--- config.mk ---
export PLATFORM = sky130hd
export DESIGN_NAME = imla_array
export DESIGN_NICKNAME = d
export VERILOG_FILES = /design/src/rtl/imla_pkg.sv /design/src/rtl/imla_decoder.sv /design/src/rtl/imla_cell_array.sv /design/src/rtl/imla_sense.sv /design/src/rtl/imla_array.sv
export SDC_FILE = /design/constraint.sdc
export NUM_CORES = 1
export LEC_CHECK = 0
export ABC_AREA = 1
export ABC_CLOCK_PERIOD_IN_PS = 6900
export BUFFER_PORTS_ARGS = -buffer_cell sky130_fd_sc_hd__buf_4
export CAP_MARGIN = 20
export CORE_AREA = 10 10 153 155
export CTS_CLUSTER_DIAMETER = 30
export DETAILED_ROUTE_END_ITERATION = 16
export DIE_AREA = 0 0 163 165
export PLACE_DENSITY_LB_ADDON = 0.08
export SLEW_MARGIN = 20
export SYNTH_ARGS = -nofsm -noshare
export SYNTH_HDL_FRONTEND = slang
export SYNTH_SLANG_ARGS = --single-unit
--- constraint.sdc ---
create_clock -name clk -period 6.9 [get_ports clk]
set_input_delay 0.345 -clock clk [delete_from_list [all_inputs] [get_ports clk]]
set_output_delay 0.345 -clock clk [all_outputs]
set_load 0.02 [all_outputs]
--- src/rtl/imla_pkg.sv ---
package imla_pkg;

  typedef enum logic [2:0] {
    OP_READ = 3'd0,
    OP_AND  = 3'd1,
    OP_NAND = 3'd2,
    OP_OR   = 3'd3,
    OP_NOR  = 3'd4,
    OP_XOR  = 3'd5,
    OP_XNOR = 3'd6,
    OP_NONE = 3'd7
  } imla_op_e;

  typedef enum logic [1:0] {
    PICK_READ = 2'd0,
    PICK_ALL  = 2'd1,
    PICK_ANY  = 2'd2,
    PICK_DIFF = 2'd3
  } imla_pick_e;

  typedef struct packed {
    logic       en_read;
    logic       en_all;
    logic       en_any;
    imla_pick_e pick;
    logic       flip;
  } imla_ctrl_t;

  function automatic imla_ctrl_t imla_decode(input logic [2:0] code);
    imla_ctrl_t c;
    c = '{en_read: 1'b0, en_all: 1'b0, en_any: 1'b0, pick: PICK_READ, flip: 1'b0};
    case (imla_op_e'(code))
      OP_READ: c.en_read = 1'b1;
      OP_AND:  begin c.en_all = 1'b1; c.pick = PICK_ALL; end
      OP_NAND: begin c.en_all = 1'b1; c.pick = PICK_ALL; c.flip = 1'b1; end
      OP_OR:   begin c.en_any = 1'b1; c.pick = PICK_ANY; end
      OP_NOR:  begin c.en_any = 1'b1; c.pick = PICK_ANY; c.flip = 1'b1; end
      OP_XOR:  begin c.en_all = 1'b1; c.en_any = 1'b1; c.pick = PICK_DIFF; end
      OP_XNOR: begin c.en_all = 1'b1; c.en_any = 1'b1; c.pick = PICK_DIFF; c.flip = 1'b1; end
      default: ;
    endcase
    return c;
  endfunction

endpackage

--- src/rtl/imla_decoder.sv ---
module imla_decoder #(
  parameter int ROWS = 16,
  parameter int AW   = 4
) (
  input  logic [AW-1:0]   addr_a,
  input  logic [AW-1:0]   addr_b,
  input  logic            single_only,
  output logic [ROWS-1:0] word_line,
  output logic [1:0]      line_count
);
  logic use_b;
  assign use_b = !single_only && (addr_a != addr_b);

  for (genvar r = 0; r < ROWS; r++) begin : g_line
    assign word_line[r] = (addr_a == AW'(r)) || (use_b && (addr_b == AW'(r)));
  end

  assign line_count = use_b ? 2'd2 : 2'd1;
endmodule

--- src/rtl/imla_cell_array.sv ---
module imla_cell_array #(
  parameter int ROWS = 16,
  parameter int COLS = 8,
  parameter int AW   = 4,
  parameter int CW   = 2
) (
  input  logic                    clk,
  input  logic                    rst,
  input  logic                    wr_en,
  input  logic [AW-1:0]           wr_addr,
  input  logic [COLS-1:0]         wr_data,
  input  logic                    sense_en,
  input  logic [ROWS-1:0]         word_line,
  output logic [COLS-1:0][CW-1:0] col_count_q
);
  logic [COLS-1:0] cells [ROWS];
  logic [COLS-1:0][CW-1:0] col_count;

  always_ff @(posedge clk) begin
    if (rst) begin
      for (int r = 0; r < ROWS; r++) cells[r] <= '0;
    end else if (wr_en) begin
      cells[wr_addr] <= wr_data;
    end
  end

  for (genvar c = 0; c < COLS; c++) begin : g_col
    always_comb begin
      col_count[c] = '0;
      for (int r = 0; r < ROWS; r++)
        col_count[c] = col_count[c] + CW'(word_line[r] & cells[r][c]);
    end
  end

  always_ff @(posedge clk) begin
    if (rst) col_count_q <= '0;
    else if (sense_en) col_count_q <= col_count;
  end
endmodule

--- src/rtl/imla_sense.sv ---
module imla_sense #(
  parameter int COLS = 8,
  parameter int CW   = 2
) (
  input  logic                    clk,
  input  logic                    rst,
  input  logic                    sample,
  input  imla_pkg::imla_ctrl_t    ctrl,
  input  logic [1:0]              line_count,
  input  logic [COLS-1:0][CW-1:0] col_count,
  output logic                    res_valid,
  output logic [COLS-1:0]         res_data
);
  import imla_pkg::*;

  logic [COLS-1:0] col_out;

  for (genvar c = 0; c < COLS; c++) begin : g_cmp
    logic hit_all, hit_any, hit_read, picked;
    always_comb begin
      hit_all  = sample && ctrl.en_all  && (col_count[c] >= CW'(line_count));
      hit_any  = sample && ctrl.en_any  && (col_count[c] != '0);
      hit_read = sample && ctrl.en_read && (col_count[c] != '0);
      unique case (ctrl.pick)
        PICK_READ: picked = hit_read;
        PICK_ALL:  picked = hit_all;
        PICK_ANY:  picked = hit_any;
        PICK_DIFF: picked = !(hit_all || !hit_any);
      endcase
      col_out[c] = sample && (picked ^ ctrl.flip);
    end
  end

  always_ff @(posedge clk) begin
    if (rst) begin
      res_valid <= 1'b0;
      res_data  <= '0;
    end else begin
      res_valid <= sample;
      res_data  <= col_out;
    end
  end
endmodule

--- src/rtl/imla_array.sv ---
module imla_array #(
  parameter int ROWS = 16,
  parameter int COLS = 8,
  parameter int AW   = $clog2(ROWS)
) (
  input  logic            clk,
  input  logic            rst,
  input  logic            req_valid,
  input  logic            req_write,
  input  logic [2:0]      req_op,
  input  logic [AW-1:0]   addr_a,
  input  logic [AW-1:0]   addr_b,
  input  logic [COLS-1:0] wr_data,
  output logic            res_valid,
  output logic [COLS-1:0] res_data
);
  import imla_pkg::*;

  localparam int CW = 2;

  logic                    do_write, do_compute;
  logic [ROWS-1:0]         word_line;
  logic [1:0]              line_count;
  logic [COLS-1:0][CW-1:0] col_count_q;
  logic                    sample_q;
  imla_ctrl_t              ctrl_q;
  logic [1:0]              lines_q;

  assign do_write   = req_valid && req_write;
  assign do_compute = req_valid && !req_write;

  imla_decoder #(.ROWS(ROWS), .AW(AW)) u_dec (
    .addr_a      (addr_a),
    .addr_b      (addr_b),
    .single_only (req_op == OP_READ),
    .word_line   (word_line),
    .line_count  (line_count)
  );

  imla_cell_array #(.ROWS(ROWS), .COLS(COLS), .AW(AW), .CW(CW)) u_cells (
    .clk         (clk),
    .rst         (rst),
    .wr_en       (do_write),
    .wr_addr     (addr_a),
    .wr_data     (wr_data),
    .sense_en    (do_compute),
    .word_line   (word_line),
    .col_count_q (col_count_q)
  );

  always_ff @(posedge clk) begin
    if (rst) begin
      sample_q <= 1'b0;
      ctrl_q   <= '0;
      lines_q  <= 2'd1;
    end else begin
      sample_q <= do_compute;
      if (do_compute) begin
        ctrl_q  <= imla_decode(req_op);
        lines_q <= line_count;
      end
    end
  end

  imla_sense #(.COLS(COLS), .CW(CW)) u_sense (
    .clk        (clk),
    .rst        (rst),
    .sample     (sample_q),
    .ctrl       (ctrl_q),
    .line_count (lines_q),
    .col_count  (col_count_q),
    .res_valid  (res_valid),
    .res_data   (res_data)
  );
endmodule

# After elaboration in Yosys (flattened, before gate mapping)
# Memories as Yosys holds them, arrays and structs flattened.
# Cells that the tools add are included.
# word_totals
ff_bits	34
ram_bits	128
inputBits	23
out_inout_bits	9
elab_cells	459
memories	1
# mem_list
name	words	width	rd	rd_ports_with_merged_regs	write_ports	line	source
u_cells.cells	16	8	16	0	16	imla_cell_array.sv:16	logic [COLS-1:0] cells [ROWS];
# classes
add_sub_neg	120
n_lt_le_gt_ge	8
eq_ne	40
muxes	22
n_bitwise	136
reduce_logical	115
# ops
operator	n
2-bit adder	120
1-bit AND	128
4-bit equality test (second input constant)	16
1-bit logical AND	54
4-bit by 3-bit equality test with 1-bit output (second input constant)	8
1-bit case mux with 4 select lines	8
1-bit logical OR	24
1-bit zero test	18
4-bit by 2-bit equality test with 1-bit output (second input constant)	4
2-bit >= comparator	8
2-bit nonzero test	8
1-bit 2-to-1 mux	10
3-bit equality test (second input constant)	3
4-bit by 1-bit equality test with 1-bit output (second input constant)	2
4-bit zero test	2
8-bit 2-to-1 mux	1
4-bit OR reduction	2
8-bit OR reduction	1
1-bit bitwise XOR	8
3-bit by 2-bit equality test with 1-bit output (second input constant)	2
2-bit case mux with 3 select lines	1
2-bit OR reduction	3
2-bit equality test (second input constant)	2
4-bit 2-to-1 mux	1
7 further kinds	7

# Logic depth before layout (Yosys ltp)
# Gate-level depths: netlist of run 1.
# logic_depth
ltp_word	21
ltp_mapped	22
mapped_depth_nobuf	22

# Cells and area by module
# Synthesis of run 1 repeated with hierarchy kept, for this count alone.
# unflattened
cells_unflattened	1232
area_unflattened_um2	10157.2
# by_module_without_submodules
module	n_inst	cells_per_inst	area_per_inst_um2	seq_area_each_um2
imla_cell_array	1	883	8146.6	4164.0
imla_sense	1	191	1133.6	180.2
imla_decoder	1	111	543.0	0.0
imla_array	1	47	334.1	160.2

# Worst setup path after synthesis of run 1
# OpenSTA, ideal clock, no wires.
# synth_timing
kind	input -> register
start	in addr_a[2]
end	reg u_cells.col_count_q[1] (netlist bit)
setup_ps	117
t_arrival_ps	3970
required_time_ps	6783
slack_ps	2813
cell_stages	21
n_path_buf	2
path_cell_list	buf_2 -> xnor2_2 -> nand4_4 -> buf_12 -> nand3_4 -> a21boi_1 -> fa_1 -> inv_1 -> fa_1 -> inv_1 -> fa_1 -> fa_1 -> ha_1 -> inv_1 -> nand3_1 -> nand2_1 -> nand2_1 -> nand3_1 -> nand2_1 -> nor2_1 -> nor2_1
# synth_via
elab_chain_cells	20
elab_cells_between_ends	81
cone_classes	add/sub: 15; eq/ne: 16; bitwise: 16; reduce/logical: 34
# synth_lines
element	line	source
from (decl)	imla_array.sv:11	input logic [AW-1:0] addr_a,
4-bit inequality test	imla_decoder.sv:12	assign use_b = !single_only && (addr_a != addr_b);
1-bit logical AND	imla_decoder.sv:12	
1-bit logical AND	imla_decoder.sv:15	assign word_line[r] = (addr_a == AW'(r)) || (use_b && (addr_b == AW'(r)));
1-bit logical OR	imla_decoder.sv:15	
1-bit AND	imla_cell_array.sv:31	col_count[c] = col_count[c] + CW'(word_line[r] & cells[r][c]);
2-bit adder (14 in series)	imla_cell_array.sv:31	
2-bit adder (*)	imla_cell_array.sv:31	
to (signal assigned)	imla_cell_array.sv:37	else if (sense_en) col_count_q <= col_count;
to (decl)	imla_cell_array.sv:14	output logic [COLS-1:0][CW-1:0] col_count_q
# Mark *: on every way between the ends. The rest lies on a longest branch, timed or not.
# A chain may end at the register's enable or synchronous reset.

# Worst setup path in the final report of run 1
# layout_timing
start	in addr_a[0]
end	reg u_cells.col_count_q[3] (netlist bit)
# The elaborated chain is that of the path after synthesis.

==> results of run 1 <==
-- power by group through the flow --
stage          sequential (uW)  combinational [uW]  clock, uW
2_1_floorplan             1130                 262          0
3_3_place_gp              1140                 368          0
3_5_place_dp              1140                 373          0
4_1_cts                   1120                 376        986
5_1_grt                   1130                 427       1020
6_report                  1120                 374        977
-- cells by family (layout without fill, tap and decap cells) --
family | count (synthesis) | in the layout | synth area share [%]
AOI/OAI and AO/OA | 135 | 135 | 8.83
xor gates and xnor gates | 12 | 12 | 1.28
adders and majority gates | 80 | 80 | 14.3
buffers and inverters | 158 | 198 | 6.26
DFF | 161 | 161 | 45.2
and+or+nand+nor | 543 | 543 | 24.2
-- worst register-to-register path, cell delays in order, from the launching register on --
cell and delay [ns]:
sky130_fd_sc_hd__edfxtp_1 0.43, sky130_fd_sc_hd__a21boi_0 0.19, sky130_fd_sc_hd__fa_1 0.57, sky130_fd_sc_hd__inv_1 0.05, sky130_fd_sc_hd__fa_1 0.47, sky130_fd_sc_hd__inv_1 0.06, sky130_fd_sc_hd__fa_1 0.53, sky130_fd_sc_hd__fa_1 0.57
sky130_fd_sc_hd__ha_1 0.16, sky130_fd_sc_hd__inv_1 0.04, sky130_fd_sc_hd__nand3_1 0.09, sky130_fd_sc_hd__nand3_1 0.10, sky130_fd_sc_hd__nand3_1 0.11, sky130_fd_sc_hd__nand2_1 0.05, sky130_fd_sc_hd__nor2_1 0.09, sky130_fd_sc_hd__nor2_1 0.04
-- per-layer routing --
metal  GRT usage [%]  part of all wire (%)  wire length (um)
met5               0                     0                 0
met1            26.4                    42             11300
met4            5.57                   1.7               442
met2            35.8                    50             13300
met3            4.08                   6.5              1720
-- state kept, by name (all words and copies together), names as in the netlist --
signal	flops
u_cells.cells	128
u_cells.col_count_q	16
u_sense.res_data	8
ctrl_q	5
lines_q	2
sample_q	1
u_sense.res_valid	1
-- path summary, 6_finish.rpt --
| path | slack [ns] | start | end | cells past startpoint |
|---|---|---|---|---|
| hold / removal | 0.15 | rst | ctrl_q[2]$_SDFFE_PP0P_ | 2 |
| setup / recovery | 2.44 | addr_a[0] | u_cells.col_count_q[3]$_SDFFE_PP0P_ | 19 |
| setup reg to reg | 3.25 | u_cells.cells[9][7]$_SDFFCE_PN0P_ | u_cells.col_count_q[15]$_SDFFE_PP0P_ | 15 |
| hold reg to reg | 0.48 | ctrl_q[3]$_SDFFE_PP0P_ | ctrl_q[3]$_SDFFE_PP0P_ | 2 |
-- Yosys cell counts --
cell type,count
sky130_fd_sc_hd__or2_1,1
sky130_fd_sc_hd__o21ai_0,35
sky130_fd_sc_hd__buf_1,2
sky130_fd_sc_hd__ha_1,24
sky130_fd_sc_hd__a21boi_2,1
sky130_fd_sc_hd__nor3_2,1
sky130_fd_sc_hd__nand2_1,253
sky130_fd_sc_hd__xnor2_1,9
sky130_fd_sc_hd__a21boi_0,21
sky130_fd_sc_hd__xnor2_2,3
sky130_fd_sc_hd__nand2_4,1
sky130_fd_sc_hd__nand4_4,1
sky130_fd_sc_hd__nand2_2,7
sky130_fd_sc_hd__buf_2,6
sky130_fd_sc_hd__dfxtp_1,33
sky130_fd_sc_hd__inv_1,129
sky130_fd_sc_hd__a21boi_1,44
sky130_fd_sc_hd__o21ai_4,3
sky130_fd_sc_hd__buf_4,2
sky130_fd_sc_hd__nand3_2,11
sky130_fd_sc_hd__nand3b_1,8
sky130_fd_sc_hd__edfxtp_1,128
sky130_fd_sc_hd__nor2_2,4
sky130_fd_sc_hd__nor2_4,2
sky130_fd_sc_hd__a21oi_1,30
sky130_fd_sc_hd__nand3_4,9
sky130_fd_sc_hd__o21bai_1,1
sky130_fd_sc_hd__nand3_1,60
sky130_fd_sc_hd__inv_2,4
sky130_fd_sc_hd__nand4_1,1
sky130_fd_sc_hd__buf_12,1
sky130_fd_sc_hd__fa_1,56
sky130_fd_sc_hd__nor2_1,184
sky130_fd_sc_hd__clkbuf_1,14
-- per-stage QoR --
| step | util [%] | total power (uW) | worst slack, ns | cell area [um2] | cells |
|---|---|---|---|---|---|
| floorplan | - | 1390 | 2.81 | 9970 | 1089 |
| global placement | 51.7 | 1510 | 2.02 | 10400 | 1367 |
| detailed placement | 51.7 | 1520 | 1.98 | 10400 | 1367 |
| CTS | 54.7 | 2480 | 2.45 | 11000 | 1399 |
| global route | 54.7 | 2580 | 2.11 | 11000 | 1399 |
| finish | 54.7 | 2470 | 2.44 | 11000 | 1399 |
-- final cells by class --
cell class / instances / share of cell area [%]
flip-flops and latches: 161 / 40.8
inverters: 133 / 4.53
multi-input cells: 770 / 43.9
repair buffers: 33 / 2.25
well taps: 270 / 3.06
clock inverters: 15 / 1.54
clock buffers: 17 / 3.86
-- cells in the final DEF (no fill, tap or decap), drive strengths merged --
cell type  count
or2            1
o21ai         38
buf           33
clkbuf        17
bufinv         2
nor3           1
o21bai         1
clkinvlp       2
a21boi        66
dfxtp         33
edfxtp       128
a21oi         30
nand4          2
nand2        261
nand3b         8
xnor2         12
inv          140
ha            24
nand3         80
fa            56
clkinv         4
nor2         190
==> flow_metrics.tcl, run 1 <==
set metrics [dict create \
    ant_nets 0 \
    ioPinCount 32 \
    tritoncts "done" \
    seq_power_share_pct 45.3 \
    max_stage_delay_ns 0.59 \
    htree_num_levels 4 \
    setup_viol 0 \
    num_antenna_cells 0 \
    critPathTopFamily "adder cells" \
    effective_utilization_at_floorplan_pct 49.4 \
    yosys.area.top_type_share_pct 38.5 \
    die_height_um 165 \
    dp_hpwl_um 20000 \
    power_report.internal_total_uw 1770 \
    worstSkewPairLatency_ns 0.44 \
    clk_pin_slew_ns 0.06 \
    critical_path.endpoint_type "register" \
    first_global_vias 7050 \
    achievable-frequency_mhz 224 \
    gp_congestion 0.965 \
    dr.pass1.iters 5 \
    fill_cells 1862 \
    cts_root_buffer "sky130_fd_sc_hd__clkbuf_16" \
    synth_cell_types 34 \
    ys_warn_count 0 \
    register_area_mm2 0.00450 \
    wl_um 26700 \
    route.detailed.vias_per_inst 5.17 \
    worst_ep_arrival_time_ns 4.78 \
    fin_crit_ns 4.46 \
    placementRows 52 \
    fp.dieW_um 163 \
    leading_area_contributor_after_synthesis "sky130_fd_sc_hd__edfxtp_1" \
    fin_skew_ns 0.00767 \
    critPathSlowestCell "sky130_fd_sc_hd__fa_1" \
    route.detailed.drc 0 \
    power.net_switching_uw 701 \
    syn-num-nets 1192 \
    cts-buffers-inserted 17 \
    worstHoldPathType "input pin to register" \
    final_cycle_share_pct 64.6 \
    drv_slew 0 \
    swShare_pct 28.4 \
    timing.critical_path.required_ns 7.22 \
    p_clk_share_pct 39.5 \
    status "finished clean" \
    cts.repair.resized 0 \
    synth.yosys.seq_area_share_pct 45.2 \
    holdWs_ns 0.147 \
    rsz0062_at_grt "no" \
    accumulated_negative_setup_slack_ns 0 \
    path_buf_inv 4 \
    cp-start-kind "input pin" \
    worst_slew_pin_slew_ns 0.903 \
    irDropWorstVdd_mv 0.167 \
    core_region_area_mm2 0.0202 \
    number_of_antenna_violations_at_the_first_check_in_global_routing 0 \
    pwr_density_cell_mw_per_mm2 224 \
    place.port_buffers 31 \
    grt_start_max_net_pins 36 \
    hold_viol_final 0 \
    clock_tree.buffer_depth 2 \
    synth.ff_latch_count 161 \
    post_cts.repair.setup_buffers 0 \
    avgRoutedWirePerCell_um 19.1 \
    track_usage_pct 20.9 \
    floorplan.die_area_mm2 0.0269 \
    area_delta_synth_final_pct 10.6 \
    timing.critical_path.cells "buf_4 > xnor2_1 > nand4_4 > nand3_1 > a21boi_0 > fa_1 > inv_1 > fa_1 > inv_1 > fa_1 > fa_1 > ha_1 > inv_1 > nand3_1 > nand3_1 > nand3_1 > nand2_1 > nor2_1 > nor2_1" \
    p_leak_uw 0.00458 \
    multi_input_comb_area_mm2 0.00484 \
    dr.first_iter.drc_count 642 \
    share_of_final_layout_standard_cells_stronger_than_drive_strength_1_pct 9.83 \
    max-slew-margin-rel_pct 39.7 \
    nNetsFinal 1219 \
    post_synth_main_area_contributors "sky130_fd_sc_hd__edfxtp_1 (39%), sky130_fd_sc_hd__fa_1 (11%), sky130_fd_sc_hd__nand2_1 (9.5%)" \
    first_pass_grt_wire_length_um 41700 \
    gr-total-overflow 0 \
    netlist_instances 1089 \
    syn_area_per_cell_um2 9.16 \
    clock_sink_count 161 \
    cts_stage_hold_buffer_count 0 \
    synth_area_mm2 0.00997 \
    worstSetupPathType "input pin to register" \
    cap_viol_max_count 0 \
    power.share.combinational_pct 15.1 \
    crit_fanout 14 \
    vias 7232 \
]
Power figures use the tool's default switching activity.
==> inputs of run 2 (changes only) <==
--- a/config.mk
+++ b/config.mk
@@ -5,14 +5,14 @@
 export SDC_FILE = /design/constraint.sdc
 export NUM_CORES = 1
 export LEC_CHECK = 0
-export ABC_AREA = 1
-export ABC_CLOCK_PERIOD_IN_PS = 6900
+export ABC_AREA = 0
+export ABC_CLOCK_PERIOD_IN_PS = 4500
 export BUFFER_PORTS_ARGS = -buffer_cell sky130_fd_sc_hd__buf_4
 export CAP_MARGIN = 20
-export CORE_AREA = 10 10 153 155
+export CORE_AREA = 10 10 151 153
 export CTS_CLUSTER_DIAMETER = 30
 export DETAILED_ROUTE_END_ITERATION = 16
-export DIE_AREA = 0 0 163 165
+export DIE_AREA = 0 0 161 163
 export PLACE_DENSITY_LB_ADDON = 0.08
 export SLEW_MARGIN = 20
 export SYNTH_ARGS = -nofsm -noshare
==> constraint.sdc (replaced) <==
create_clock -name clk -period 4.5 [get_ports clk]
set_input_delay 0.225 -clock clk [delete_from_list [all_inputs] [get_ports clk]]
set_output_delay 0.225 -clock clk [all_outputs]
set_load 0.02 [all_outputs]
==> flow_metrics.tcl, run 2 <==
set metrics [dict create \
    cp-start-kind "input pin" \
    hold_viol_final 0 \
    route.detailed.drc 0 \
    clk_pin_slew_ns 0.07 \
    netlist_instances 818 \
    htree_num_levels 4 \
    achievable-frequency_mhz 232 \
    max-slew-margin-rel_pct 47.9 \
    fp.dieW_um 161 \
    timing.critical_path.required_ns 4.81 \
    synth_enable_flop_cells 128 \
    syn_area_per_cell_um2 11.8 \
    irDropWorstVdd_mv 0.274 \
    cts_root_buffer "sky130_fd_sc_hd__clkbuf_16" \
    core_region_area_mm2 0.0199 \
    dr.first_iter.drc_count 370 \
    floorplan.die_area_mm2 0.0262 \
    power_uw 3800 \
    yosys.area.top_type_share_pct 39.7 \
    synth.yosys.seq_area_share_pct 46.5 \
    number_of_antenna_violations_at_the_first_check_in_global_routing 0 \
    leading_area_contributor_after_synthesis "sky130_fd_sc_hd__edfxtp_1" \
    worstSkewPairLatency_ns 0.44 \
    largest_reg_flops 128 \
    worst_slew_pin_slew_ns 0.781 \
    synth_cell_types 39 \
    clock_tree.buffer_depth 2 \
    place.port_buffers 31 \
    cap_viol_max_count 0 \
    nNetsFinal 989 \
    share_of_final_layout_standard_cells_stronger_than_drive_strength_1_pct 17.0 \
    fill_cells 1722 \
    first_global_vias 6579 \
    worst_ep_arrival_time_ns 4.62 \
    dominantRegCellSynth "sky130_fd_sc_hd__edfxtp_1" \
    track_usage_pct 20.0 \
    avgRoutedWirePerCell_um 21.8 \
    ant_nets 0 \
    placementRows 52 \
    registers.top_by_ff_count "u_cells.cells" \
    pwr_density_cell_mw_per_mm2 342 \
    final_cycle_share_pct 95.9 \
    cts_stage_hold_buffer_count 0 \
    tritoncts "done" \
    postSynth.asyncResetShare_pct 0 \
    post-route-util_pct 55.8 \
    status "finished clean" \
    p_leak_uw 0.00408 \
    die_height_um 163 \
    syn-num-nets 921 \
    critical_path.endpoint_type "register" \
    fin_skew_ns 0.0113 \
    drv_slew 0 \
    setup_viol 0 \
    mostFrequentLayoutCells "sky130_fd_sc_hd__and2_1 (158), sky130_fd_sc_hd__edfxtp_1 (128), sky130_fd_sc_hd__nand2_1 (82)" \
    cts-buffers-inserted 17 \
    effective_utilization_at_floorplan_pct 48.6 \
    synth_area_mm2 0.00968 \
    synth.ff_latch_count 161 \
    route.detailed.vias_per_inst 5.24 \
    clock_sink_count 161 \
    most_frequent_cell_after_synthesis "sky130_fd_sc_hd__and2_1" \
    ys_warn_count 0 \
    wl_um 25500 \
    gp_congestion 0.951 \
    ioPinCount 32 \
    first_pass_grt_wire_length_um 39300 \
    ys_top_cells_by_count "sky130_fd_sc_hd__and2_1 (158), sky130_fd_sc_hd__edfxtp_1 (128), sky130_fd_sc_hd__nand2_1 (83), sky130_fd_sc_hd__fa_1 (56), sky130_fd_sc_hd__xnor2_1 (53)" \
    power_report.internal_total_uw 2800 \
    worstHoldPathType "input pin to register" \
    vias 6126 \
    area_delta_synth_final_pct 14.8 \
    most_common_cell_after_layout_fill_and_taps_aside "sky130_fd_sc_hd__and2_1" \
    dp_hpwl_um 19200 \
    power.share.combinational_pct 15.3 \
    p_clk_share_pct 39.2 \
    worstSetupPathType "input pin to register" \
    grt_start_max_net_pins 42 \
    accumulated_negative_setup_slack_ns 0 \
    gr-total-overflow 0 \
    rsz0062_at_grt "no" \
    seq_power_share_pct 45.5 \
    dr.pass1.iters 5 \
    post_synth_main_area_contributors "sky130_fd_sc_hd__edfxtp_1 (40%), sky130_fd_sc_hd__fa_1 (12%), sky130_fd_sc_hd__and2_1 (10%)" \
    power.net_switching_uw 1000 \
    num_antenna_cells 0 \
    fin_crit_ns 4.32 \
    top_regs "u_cells.cells: 128 flops, u_cells.col_count_q: 16 flops, u_sense.res_data: 8 flops" \
    crit_fanout 7 \
    swShare_pct 26.3 \
]
==> run 2: cell count changes in the layout (fill, tap and decap cells not counted), sizes merged, moves of 20 or more <==
cell and delta:
buf +43, o21ai -22, a21boi -66, nor2b +38, and2 +158, nand2b +20
nand3 -79, nor2 -171, inv -106, nand2 -178, xnor2 +41
==> run 2: power by group through the flow <==
stage,Clock [uW],Sequential [uW],Combinational (uW)
2_1_floorplan,0,1740,386
3_3_place_gp,0,1760,563
3_5_place_dp,0,1760,576
4_1_cts,1500,1730,582
5_1_grt,1560,1740,646
6_report,1490,1730,581
==> run 2: cell families (layout without fill, tap and decap cells) <==
family          after synthesis  in the layout  share of synthesized area, %
xor+xnor                     62             62                          5.61
flops                       161            161                          46.5
mux                           8              8                         0.827
fa+ha+maj                    80             80                          14.7
simple gates                375            375                          22.6
compound gates               73             73                          7.26
buf+inv                      59            140                          2.49
==> run 2: final cells by class <==
type | instances | area [um2] | share of cell area, %
Multi-Input combinational cell | 598 | 4950 | 44.5
Sequential cell | 161 | 4500 | 40.5
Timing Repair Buffer | 76 | 596 | 5.36
Clock buffer | 23 | 512 | 4.61
Tap cell | 270 | 338 | 3.04
Inverter | 32 | 120 | 1.08
Clock inverter | 9 | 92.6 | 0.833
==> run 2: worst paths after layout <==
path / start / endpoint / slack (ns) / cells past startpoint
max reg2reg: u_cells.cells[14][7]$_SDFFCE_PN0P_ / u_cells.col_count_q[15]$_SDFFE_PP0P_ / 0.79 / 11
max: addr_a[2] / u_cells.col_count_q[15]$_SDFFE_PP0P_ / 0.18 / 17
min: req_op[1] / ctrl_q[5]$_SDFFE_PP0P_ / 0.20 / 5
min reg2reg: ctrl_q[5]$_SDFFE_PP0P_ / ctrl_q[5]$_SDFFE_PP0P_ / 0.46 / 2
==> run 2: per-stage QoR <==
step | std cells | hold slack (ns) | cell area [um2] | setup WS, ns
final | 1169 | 0.201 | 11100 | 0.183
after global routing | 1169 | 0.223 | 11100 | 0.0258
after CTS | 1169 | 0.196 | 11100 | 0.122
after detailed placement | 1137 | 0.455 | 10500 | -0.305
after global placement | 1137 | 0.447 | 10500 | -0.295
after floorplan | 818 | 0.320 | 9680 | 0.233
==> run 2: timing repair <==
item / CTS / global route
resized for setup: 0 / 3
setup endpoints to repair: 0 / 4
endpoints found under the hold margin: 0 / 0
buffers inserted: 0 / 0
==> run 2: worst max-delay path: stages <==
cell,delay [ns]
sky130_fd_sc_hd__buf_4,0.13
sky130_fd_sc_hd__xnor2_1,0.11
sky130_fd_sc_hd__a41o_2,0.32
sky130_fd_sc_hd__buf_4,0.19
sky130_fd_sc_hd__buf_4,0.16
sky130_fd_sc_hd__o32ai_4,0.25
sky130_fd_sc_hd__nand2_1,0.17
sky130_fd_sc_hd__fa_1,0.61
sky130_fd_sc_hd__inv_1,0.07
sky130_fd_sc_hd__fa_1,0.52
sky130_fd_sc_hd__fa_1,0.45
sky130_fd_sc_hd__fa_1,0.52
sky130_fd_sc_hd__ha_1,0.23
sky130_fd_sc_hd__xnor2_1,0.17
sky130_fd_sc_hd__xnor2_1,0.12
sky130_fd_sc_hd__xnor2_1,0.27
sky130_fd_sc_hd__o21ai_0,0.11
==> run 2: metal layers <==
metal / routed length [um] / vias to the layer above / global-route usage, % / share of wire, %
li1: - / 2890 / - / -
met1: 10200 / 3030 / 22.7 / 40
met2: 13100 / 152 / 35.6 / 51
met3: 1310 / 54 / 4.27 / 5.1
met4: 892 / 0 / 8.40 / 3.5
met5: 0 / - / 0 / 0
==> inputs of run 3 (changes only) <==
--- a/config.mk
+++ b/config.mk
@@ -14,6 +14,7 @@
 export DETAILED_ROUTE_END_ITERATION = 16
 export DIE_AREA = 0 0 161 163
 export PLACE_DENSITY_LB_ADDON = 0.08
+export RECOVER_POWER = 25
 export SLEW_MARGIN = 20
 export SYNTH_ARGS = -nofsm -noshare
 export SYNTH_HDL_FRONTEND = slang
==> flow_metrics.tcl, run 3 (same netlist as run 2, synthesis figures left out) <==
set metrics [dict create \
    critical_path.endpoint_type "register" \
    irDropWorstVdd_mv 0.273 \
    registers.top_by_ff_count "u_cells.cells" \
    htree_num_levels 4 \
    p_clk_share_pct 39.2 \
    status "finished with violations" \
    power_report.internal_total_uw 2800 \
    final_cycle_share_pct 95.5 \
    cts_stage_hold_buffer_count 0 \
    core_region_area_mm2 0.0199 \
    clk_pin_slew_ns 0.07 \
    pwr_density_cell_mw_per_mm2 343 \
    mostFrequentLayoutCells "sky130_fd_sc_hd__edfxtp_1 (128), sky130_fd_sc_hd__and2_1 (123), sky130_fd_sc_hd__nand2_1 (82)" \
    crit_fanout 7 \
    num_antenna_cells 0 \
    avgRoutedWirePerCell_um 21.8 \
    vias 6099 \
    first_pass_grt_wire_length_um 39300 \
    ioPinCount 32 \
    post_cts.repair.setup_buffers 0 \
    dr.first_iter.drc_count 345 \
    seq_power_share_pct 45.6 \
    met1_usage_pct 22.7 \
    rsz0062_at_grt "no" \
    globalRouteMet3Util_pct 4.27 \
    dp_hpwl_um 19200 \
    die_height_um 163 \
    hold_viol_final 0 \
    worstHoldPathType "input pin to register" \
    gp_congestion 0.951 \
    worstSetupPathType "input pin to register" \
    worst_ep_arrival_time_ns 4.60 \
    fp.dieW_um 161 \
    nNetsFinal 989 \
    area_delta_synth_final_pct 14.4 \
    wl_um 25500 \
    achievable-frequency_mhz 233 \
    largest_reg_flops 128 \
    share_of_final_layout_standard_cells_stronger_than_drive_strength_1_pct 15.9 \
    power.net_switching_uw 1000 \
    grt_start_max_net_pins 42 \
    cap_viol_max_count 1 \
    clock_sink_count 161 \
    route.detailed.vias_per_inst 5.22 \
    track_usage_pct 20.0 \
    number_of_antenna_violations_at_the_first_check_in_global_routing 0 \
    grt_util_met2_pct 35.6 \
    cts_root_buffer "sky130_fd_sc_hd__clkbuf_16" \
    top_usage_layer "met2" \
    swShare_pct 26.3 \
    failed_checks "max-capacitance violations, max-slew violations" \
    fin_crit_ns 4.30 \
    accumulated_negative_setup_slack_ns 0 \
    route.detailed.drc 0 \
    worstSkewPairLatency_ns 0.44 \
    gr-total-overflow 0 \
    worst_slew_pin_slew_ns 1.86 \
    top_regs "u_cells.cells: 128 flops, u_cells.col_count_q: 16 flops, u_sense.res_data: 8 flops" \
    setup_viol 0 \
    effective_utilization_at_floorplan_pct 48.6 \
    max-slew-margin-rel_pct -24.1 \
    place.port_buffers 31 \
    cts-buffers-inserted 17 \
    timing.critical_path.required_ns 4.80 \
    power.share.combinational_pct 15.3 \
    ant_nets 0 \
    post_route_cell_area_mm2 0.0111 \
    tritoncts "done" \
    holdWs_ns 0.201 \
    drv_slew 42 \
    most_common_cell_after_layout_fill_and_taps_aside "sky130_fd_sc_hd__edfxtp_1" \
    p_leak_uw 0.00400 \
    dr.pass1.iters 5 \
    fin_skew_ns 0.0103 \
    placed_area_mm2 0.0105 \
    first_global_vias 6579 \
    placementRows 52 \
    clock_tree.buffer_depth 2 \
    floorplan.die_area_mm2 0.0262 \
    cts.repair.resized 0 \
    cp-start-kind "input pin" \
]
[run 3: worst paths after layout]
check                                                         from                                    to  slack (ns)  depth (start not counted)
worst max-delay path                                     addr_a[2]  u_cells.col_count_q[15]$_SDFFE_PP0P_        0.20                         17
worst min-delay path                                     req_op[1]                ctrl_q[5]$_SDFFE_PP0P_        0.20                          5
worst max register to register  u_cells.cells[14][7]$_SDFFCE_PN0P_  u_cells.col_count_q[15]$_SDFFE_PP0P_        0.80                         11
worst min register to register              ctrl_q[5]$_SDFFE_PP0P_                ctrl_q[5]$_SDFFE_PP0P_        0.46                          2
[run 3: power by group through the flow]
stage	Combinational (uW)	Clock [uW]	Sequential [uW]
floorplan	386	0	1740
global placement	563	0	1760
detailed placement	576	0	1760
CTS	582	1500	1730
global route	646	1560	1740
finish	580	1490	1730
[run 3: worst max-delay path: stages]
cell and delay (ns):
sky130_fd_sc_hd__buf_4 0.13, sky130_fd_sc_hd__xnor2_1 0.11, sky130_fd_sc_hd__a41o_2 0.32, sky130_fd_sc_hd__buf_4 0.19, sky130_fd_sc_hd__buf_4 0.16, sky130_fd_sc_hd__o32ai_4 0.25, sky130_fd_sc_hd__nand2_1 0.17, sky130_fd_sc_hd__fa_1 0.61
sky130_fd_sc_hd__inv_1 0.07, sky130_fd_sc_hd__fa_1 0.52, sky130_fd_sc_hd__fa_1 0.45, sky130_fd_sc_hd__fa_1 0.51, sky130_fd_sc_hd__ha_1 0.23, sky130_fd_sc_hd__xnor2_1 0.17, sky130_fd_sc_hd__xnor2_1 0.11, sky130_fd_sc_hd__xnor2_1 0.27
sky130_fd_sc_hd__o21ai_0 0.11
[run 3: area by class of cell]
type | count | area (um2)
inverters | 32 | 120
flip-flops and latches | 161 | 4500
well taps | 270 | 338
clock inverters | 9 | 92.6
repair buffers | 76 | 558
multi-input cells | 598 | 4950
clock buffers | 23 | 512
fillers | 1729 | 8840
[run 3: routing by layer]
metal | wire length, um | part of all wire (%)
met2 | 13100 | 52
met3 | 1110 | 4.3
met5 | 0 | 0
met4 | 924 | 3.6
met1 | 10300 | 41
[run 3: per-stage QoR]
stage | total power [uW] | worst slack (ns) | cells | utilization, %
floorplan | 2120 | 0.233 | 818 | -
CTS | 3810 | 0.122 | 1169 | 55.7
global placement | 2320 | -0.295 | 1137 | 52.7
finish | 3800 | 0.201 | 1169 | 55.6
global route | 3950 | 0.0257 | 1169 | 55.6
detailed placement | 2340 | -0.305 | 1137 | 52.7
